--- config.mk ---
export PLATFORM = sky130hd
export DESIGN_NAME = vstep_seq
export DESIGN_NICKNAME = d
export VERILOG_FILES = /design/src/rtl/vsq_pkg.sv /design/src/rtl/vsq_decode.sv /design/src/rtl/vsq_lane.sv /design/src/rtl/vsq_status.sv /design/src/rtl/vstep_seq.sv
export SDC_FILE = /design/constraint.sdc
export NUM_CORES = 1
export LEC_CHECK = 0
export BUFFER_PORTS_ARGS = -buffer_cell sky130_fd_sc_hd__buf_4
export CORE_UTILIZATION = 30
export DETAILED_ROUTE_END_ITERATION = 12
export SLEW_MARGIN = 15
export SYNTH_ARGS = -nofsm -noshare
export SYNTH_HDL_FRONTEND = slang
export SYNTH_HIERARCHICAL = 1
export SYNTH_SLANG_ARGS = --single-unit
--- constraint.sdc ---
create_clock -name clk -period 3.8 [get_ports clk]
set_input_delay 0.57 -clock clk [delete_from_list [all_inputs] [get_ports clk]]
set_output_delay 0.57 -clock clk [all_outputs]
set_load 0.005 [all_outputs]
--- src/rtl/vsq_pkg.sv ---
// Package: shared operation encoding for the vector step sequencer.
// Assumes: one operation per cycle, chosen by the command decoder.
package vsq_pkg;
    typedef enum logic [1:0] {
        OP_IDLE    = 2'd0,
        OP_ADVANCE = 2'd1,
        OP_MODESET = 2'd2
    } op_e;
endpackage

--- src/rtl/vsq_decode.sv ---
// Module: vsq_decode
// Chooses this cycle's operation from the advance request and the step
// command. It also extracts the two inversion bits that a mode-set command
// carries. Assumes: an explicit command always outranks a plain request.
module vsq_decode
    import vsq_pkg::*;
#(
    parameter int IMM_W = 7
) (
    input  logic             adv_req,
    input  logic             vfirst,
    input  logic             cmd_valid,
    input  logic [IMM_W-1:0] cmd_imm,
    output op_e              op,
    output logic             is_modeset,
    output logic             imm_pack,
    output logic             imm_unpack
);
    localparam int SEL_HI = IMM_W - 4;
    localparam int SEL_LO = IMM_W - 5;
    localparam int PK_BIT = IMM_W - 6;
    localparam int UP_BIT = IMM_W - 7;

    // Purpose: detect the mode-set immediate and pick its payload bits.
    always_comb begin
        is_modeset = cmd_valid && (cmd_imm[SEL_HI:SEL_LO] == 2'b11);
        imm_pack   = cmd_imm[PK_BIT];
        imm_unpack = cmd_imm[UP_BIT];
    end

    // Purpose: priority select of the operation.
    always_comb begin
        if (cmd_valid) begin
            op = (cmd_imm[SEL_HI:SEL_LO] == 2'b11) ? OP_MODESET : OP_ADVANCE;
        end else if (adv_req && !vfirst) begin
            op = OP_ADVANCE;
        end else begin
            op = OP_IDLE;
        end
    end
endmodule

--- src/rtl/vsq_lane.sv ---
// Module: vsq_lane
// Next-state logic for one side (source or destination) of the element walk.
// With invert low the sub-element index is the inner loop; with invert high
// the element index is. Assumes the caller handles vl == 0 on its own; "last"
// uses >= so that an index left out of range by a change of vl still wraps.
module vsq_lane #(
    parameter int STEP_W = 7,
    parameter int SUB_W  = 2
) (
    input  logic [STEP_W-1:0] step,
    input  logic [SUB_W-1:0]  sub,
    input  logic              invert,
    input  logic [STEP_W-1:0] vl,
    input  logic [SUB_W-1:0]  subvl,
    output logic [STEP_W-1:0] nxt_step,
    output logic [SUB_W-1:0]  nxt_sub,
    output logic              last
);
    logic step_last;
    logic sub_last;

    // Purpose: find whether each index has reached its final value.
    always_comb begin
        step_last = (vl == '0) || (step >= (vl - STEP_W'(1)));
        sub_last  = (sub >= subvl);
        last      = step_last && sub_last;
    end

    // Purpose: compute the following position in the chosen loop order.
    always_comb begin
        nxt_step = step;
        nxt_sub  = sub;
        if (last) begin
            nxt_step = '0;
            nxt_sub  = '0;
        end else if (!invert) begin
            if (sub_last) begin
                nxt_sub  = '0;
                nxt_step = step + STEP_W'(1);
            end else begin
                nxt_sub  = sub + SUB_W'(1);
            end
        end else begin
            if (step_last) begin
                nxt_step = '0;
                nxt_sub  = sub + SUB_W'(1);
            end else begin
                nxt_step = step + STEP_W'(1);
            end
        end
    end
endmodule

--- src/rtl/vsq_status.sv ---
// Module: vsq_status
// Forms the 64-bit command result. A mode-set returns the new inversion bits.
// An advance returns the post-advance source or destination element index.
// Assumes the caller only captures the result when a command is present.
module vsq_status
    import vsq_pkg::*;
#(
    parameter int STEP_W = 7,
    parameter int XLEN   = 64
) (
    input  op_e               op,
    input  logic              cmd_vf,
    input  logic [STEP_W-1:0] src_after,
    input  logic [STEP_W-1:0] dst_after,
    input  logic              pack_new,
    input  logic              unpack_new,
    output logic [XLEN-1:0]   result
);
    // Purpose: select and zero-extend the reported value.
    always_comb begin
        result = '0;
        if (op == OP_MODESET) begin
            result[1:0] = {pack_new, unpack_new};
        end else begin
            result[STEP_W-1:0] = cmd_vf ? dst_after : src_after;
        end
    end
endmodule

--- src/rtl/vstep_seq.sv ---
// Module: vstep_seq (top)
// Holds the source/destination element and sub-element counters and the two
// loop-order inversion bits, and advances them on requests or step commands.
// Assumes both sides start together at zero, so that they reach their last
// position on the same advance; either side reaching it ends the loop.
module vstep_seq
    import vsq_pkg::*;
#(
    parameter int STEP_W = 7,
    parameter int SUB_W  = 2,
    parameter int IMM_W  = 7,
    parameter int XLEN   = 64
) (
    input  logic              clk,
    input  logic              rst_n,
    input  logic              adv_req,
    input  logic              vfirst,
    input  logic              cmd_valid,
    input  logic [IMM_W-1:0]  cmd_imm,
    input  logic              cmd_vf,
    input  logic [STEP_W-1:0] vl,
    input  logic [SUB_W-1:0]  subvl,
    output logic [STEP_W-1:0] src_step,
    output logic [STEP_W-1:0] dst_step,
    output logic [SUB_W-1:0]  src_sub,
    output logic [SUB_W-1:0]  dst_sub,
    output logic              pack,
    output logic              unpack,
    output logic [XLEN-1:0]   rt,
    output logic              loop_end
);
    localparam int SEL_HI = IMM_W - 4;
    localparam int SEL_LO = IMM_W - 5;

    op_e               op;
    logic              is_modeset;
    logic              imm_pack;
    logic              imm_unpack;
    logic [STEP_W-1:0] s_nstep;
    logic [STEP_W-1:0] d_nstep;
    logic [SUB_W-1:0]  s_nsub;
    logic [SUB_W-1:0]  d_nsub;
    logic              s_last;
    logic              d_last;
    logic              vl_zero;
    logic              wrap;
    logic [STEP_W-1:0] src_after;
    logic [STEP_W-1:0] dst_after;
    logic [SUB_W-1:0]  ssub_after;
    logic [SUB_W-1:0]  dsub_after;
    logic              pack_new;
    logic              unpack_new;
    logic [XLEN-1:0]   stat;

    vsq_decode #(.IMM_W(IMM_W)) u_dec (
        .adv_req    (adv_req),
        .vfirst     (vfirst),
        .cmd_valid  (cmd_valid),
        .cmd_imm    (cmd_imm),
        .op         (op),
        .is_modeset (is_modeset),
        .imm_pack   (imm_pack),
        .imm_unpack (imm_unpack)
    );

    vsq_lane #(.STEP_W(STEP_W), .SUB_W(SUB_W)) u_src (
        .step     (src_step),
        .sub      (src_sub),
        .invert   (pack),
        .vl       (vl),
        .subvl    (subvl),
        .nxt_step (s_nstep),
        .nxt_sub  (s_nsub),
        .last     (s_last)
    );

    vsq_lane #(.STEP_W(STEP_W), .SUB_W(SUB_W)) u_dst (
        .step     (dst_step),
        .sub      (dst_sub),
        .invert   (unpack),
        .vl       (vl),
        .subvl    (subvl),
        .nxt_step (d_nstep),
        .nxt_sub  (d_nsub),
        .last     (d_last)
    );

    // Purpose: combine both lanes into the position after an advance.
    always_comb begin
        vl_zero = (vl == '0);
        wrap    = s_last || d_last;
        if (vl_zero) begin
            src_after  = src_step;
            dst_after  = dst_step;
            ssub_after = src_sub;
            dsub_after = dst_sub;
        end else if (wrap) begin
            src_after  = '0;
            dst_after  = '0;
            ssub_after = '0;
            dsub_after = '0;
        end else begin
            src_after  = s_nstep;
            dst_after  = d_nstep;
            ssub_after = s_nsub;
            dsub_after = d_nsub;
        end
        pack_new   = is_modeset ? imm_pack : pack;
        unpack_new = is_modeset ? imm_unpack : unpack;
    end

    vsq_status #(.STEP_W(STEP_W), .XLEN(XLEN)) u_stat (
        .op         (op),
        .cmd_vf     (cmd_vf),
        .src_after  (src_after),
        .dst_after  (dst_after),
        .pack_new   (pack_new),
        .unpack_new (unpack_new),
        .result     (stat)
    );

    // Purpose: state registers for counters, mode bits, result and pulse.
    always_ff @(posedge clk) begin
        if (!rst_n) begin
            src_step <= '0;
            dst_step <= '0;
            src_sub  <= '0;
            dst_sub  <= '0;
            pack     <= 1'b0;
            unpack   <= 1'b0;
            rt       <= '0;
            loop_end <= 1'b0;
        end else begin
            loop_end <= 1'b0;
            case (op)
                OP_ADVANCE: begin
                    src_step <= src_after;
                    dst_step <= dst_after;
                    src_sub  <= ssub_after;
                    dst_sub  <= dsub_after;
                    loop_end <= vl_zero || wrap;
                end
                OP_MODESET: begin
                    pack   <= pack_new;
                    unpack <= unpack_new;
                end
                default: begin
                end
            endcase
            if (cmd_valid) begin
                rt <= stat;
            end
        end
    end

    AST_SUB_IN_RANGE: assert property (@(posedge clk) disable iff (!rst_n)
        (cmd_valid && cmd_imm[SEL_HI:SEL_LO] != 2'b11 && vl != '0)
        |=> (src_sub <= $past(subvl)) && (dst_sub <= $past(subvl)));

    AST_END_CLEARS: assert property (@(posedge clk) disable iff (!rst_n)
        (loop_end && $past(vl) != '0)
        |-> (src_step == '0 && dst_step == '0 && src_sub == '0 && dst_sub == '0));

    AST_VL_ZERO_END: assert property (@(posedge clk) disable iff (!rst_n)
        (vl == '0 && cmd_valid && cmd_imm[SEL_HI:SEL_LO] != 2'b11)
        |=> loop_end && $stable({src_step, dst_step, src_sub, dst_sub}));

    AST_VFIRST_HOLD: assert property (@(posedge clk) disable iff (!rst_n)
        (vfirst && !cmd_valid)
        |=> $stable({src_step, dst_step, src_sub, dst_sub}) && !loop_end);

    AST_MODESET_KEEPS: assert property (@(posedge clk) disable iff (!rst_n)
        (cmd_valid && cmd_imm[SEL_HI:SEL_LO] == 2'b11)
        |=> $stable({src_step, dst_step, src_sub, dst_sub}) && !loop_end
            && (rt[1:0] == {pack, unpack}));

    AST_RT_HOLD: assert property (@(posedge clk) disable iff (!rst_n)
        !cmd_valid |=> $stable(rt));
endmodule

==> results.toml <==
[floorplan]
ios = 107
row_count = 47
start_util_pct = 31.09
dieArea_um2 = 17900
die_y_um = 133.8
core_um2 = 16760
dieWidth_um = 133.8

[power]
finalPower_mw = 2.165
p_comb_share_pct = 17.6
power_switching_mw = 0.5950
clockPowerShare_pct = 38.1
peakVddDrop_mv = 0.1902
p_per_area_nw_per_um2 = 345.3
swShare_pct = 27.49
p_leak_nw = 2.993
p_int_mw = 1.570
pwr-share-seq_pct = 44.3

[logic_synthesis]
netlist_area_um2 = 5210
ys_types = 48
syn_inst = 590
ys_seq_elements = 85
synthFlopType = "dfxtp_1"
synth.avg_cell_area_um2 = 8.831
synthTopCellsByArea = "dfxtp_1, mux2i_1, buf_4, ha_1, nor2_1"
async_flop_share_pct = 0
yosysTopAreaCell = "dfxtp_1"
synth_edf_count = 0
ys.warnings.count = 6
yosysSeqAreaShare_pct = 32.66
synth_top_area_share_pct = 32.66

[global_route]
grt.total_usage_pct = 13.05
met3_usage_pct = 4.535
first_global_vias = 3622
grt_pass1_wl_mm = 18.36
antenna_found_initial = 0
grt_max_degree = 39
grt_overflow_total = 0
grt_use_met1_pct = 17.03
met2_usage_pct = 20.67
busiest_layer = "met2"

[cts]
path_clk_slew_ns = 0.06
clk_latency_ns = 0.34
cts_buffer_depth = 2
cts-resized-gates = 0
postCtsHoldBufs = 0
cts.sinks = 85
cts_buffers = 9
post_cts_buffers = 0
cts_max_level = 3
cts-root-buf = "clkbuf_16"
cts_tree = "done"

[sta]
fin_setup_tns_ns = 0
fin_crit_sh_pct = 87.29
relSlewSlack_pct = 54.46
drv_slew = 0
worst_pin_slew_ns = 0.6821
finalCriticalPeriod_ns = 3.317
hold_violations = 0
grt_setup_unrepaired = "false"
setup_viol = 0
clock_skew_ns = 0.006419
timing.fmax_mhz = 301.5

[status]
status = "finished clean"

[hold_path]
holdPathStages = 2
worst_hold_path.endpoint = "rt[24]"
holdCritPathClass = "reg -> reg"
hp-start = "rt[24]"

[setup_path]
arrival_ns = 3.60
end_kind = "flop"
crit_family = "simple AND/OR/NAND/NOR gates"
r2r-start = "dst_step[4]"
critical_path.max_fanout = 15
cpPeakStageDelay_ns = 0.37
r2r_end = "rt[6]"
reg2reg_slack_ns = 0.94
worst-path-buf-inv = 2
slowest_stage = "nor2_2"
crit_type = "in -> reg"
path_cells = "buf_4, nor3_1, nor3b_1, xnor2_1, ha_1, nand2_1, o21ai_0, a211oi_4, nor2_1, nor2_2, buf_12, nand2_1, mux2i_1, mux2i_1, nor2_1, mux2i_1, nor2_1"
r2r_cells = 13
worstPathRequired_ns = 4.08
crit_path_start_kind = "primary input"

[routing]
wl_mm = 11.30
dr.pass1.iters = 4
drtIter0Drc = 205
via_per_inst = 4.267
vias = 3900
wire_per_inst_um = 12.36
drc = 0
antenna_left = 0

[cells_and_area]
num-nets-final = 735
area_delta_synth_final_pct = 20.32
diodes = 0
finish.utilization_pct = 37.40
drive_gt1_share_pct = 24.06
n_fill_cell = 1761

[run]
drv_cap = 0

[place]
dp_hpwl_mm = 8.192
port-buffer-count = 103
globalplace.congestion = 0.7894
[layout by cell type, fill, tap and decap left out, types with 3 or more instances in the layout]
cell and count:
clkbuf_16 9, o22ai_1 4, a21oi_1 12, xnor2_1 6
dfxtp_1 85, nor3_1 4, mux2_4 4, nor2b_1 4
nor2_1 79, o21ai_0 6, xor2_1 4, nand2b_1 5
mux2i_1 103, a211oi_2 3, nand2_1 53, a31oi_1 3
conb_1 57, nand3_1 25, nand2_2 3, mux2_2 4
ha_1 24, buf_4 117, and3_1 3, inv_1 28
and2_1 5, o21ai_1 6
[worst max-delay path by stage]
stage | from | endpoint | slack [ns] | cells past startpoint
after CTS | vl[1] | rt[6] | 0.47 | 17
after floorplan | vl[1] | rt[1] | 0.46 | 16
after global routing | vl[1] | rt[6] | 0.13 | 17
after detailed placement | vl[1] | rt[6] | 0.12 | 17
after global placement | vl[1] | rt[6] | 0.16 | 17
final | vl[1] | rt[6] | 0.48 | 17
[worst min-delay path, cell delays in order (launching register included)]
cell	delay (ns)
dfxtp_1	0.32
mux2i_1	0.06
nor2_1	0.07
[through the flow]
stage	setup WS [ns]	instance area, um2	hold slack [ns]	instances
after floorplan	0.4591	5420	0.4755	646
after global placement	0.1623	5993	0.4733	898
after detailed placement	0.1219	5993	0.4823	898
after CTS	0.4738	6269	0.4982	914
after global routing	0.1346	6269	0.5177	914
final	0.4829	6269	0.4940	914
[sequential cells by signal (all words and copies together) (netlist names)]
signal and cells:
rt 64, dst_step 7, src_step 7, dst_sub 2
src_sub 2, loop_end 1, pack 1, unpack 1
[routing by layer]
| metal | up-vias | routed length [um] |
|---|---|---|
| met5 | - | 0 |
| met4 | 0 | 76 |
| met3 | 6 | 558 |
| met2 | 76 | 5155 |
| met1 | 1751 | 5509 |
| li1 | 2067 | - |
[layout make-up]
type                    count  area [um2]  share of cell area [%]
clock buffers              10       229.0                   3.653
repair buffers            118       898.4                   14.33
multi-input cells         446        3009                   48.00
clock inverters             6       46.29                  0.7385
well taps                 220       275.3                   4.391
inverters                  29       108.9                   1.737
flip-flops and latches     85        1702                   27.15
[Yosys cell counts, drive strengths merged (8+ instances only)]
master	count
mux2i	103
dfxtp	85
nor2	80
buf	76
nand2	56
inv	29
nand3	25
ha	24
a21oi	13
o21ai	12
clkbuf	10
mux2	8
[power groups by stage]
stage | Sequential [mW] | Combinational [mW] | Clock, mW
after global placement | 0.978 | 0.381 | 0
after floorplan | 0.986 | 0.275 | 0
after CTS | 0.959 | 0.385 | 0.862
after detailed placement | 0.980 | 0.383 | 0
final | 0.959 | 0.380 | 0.826
after global routing | 0.963 | 0.426 | 0.896
[cells by family after synthesis]
kind of cell	share of synthesized area [%]
buf+inv	13.66
other cells	0.07198
fa+ha+maj	5.764
compound gates	6.965
simple gates	17.39
flops	32.66
xor+xnor	1.681
mux	21.81
No activity file was read; power rests on OpenSTA's default activity.
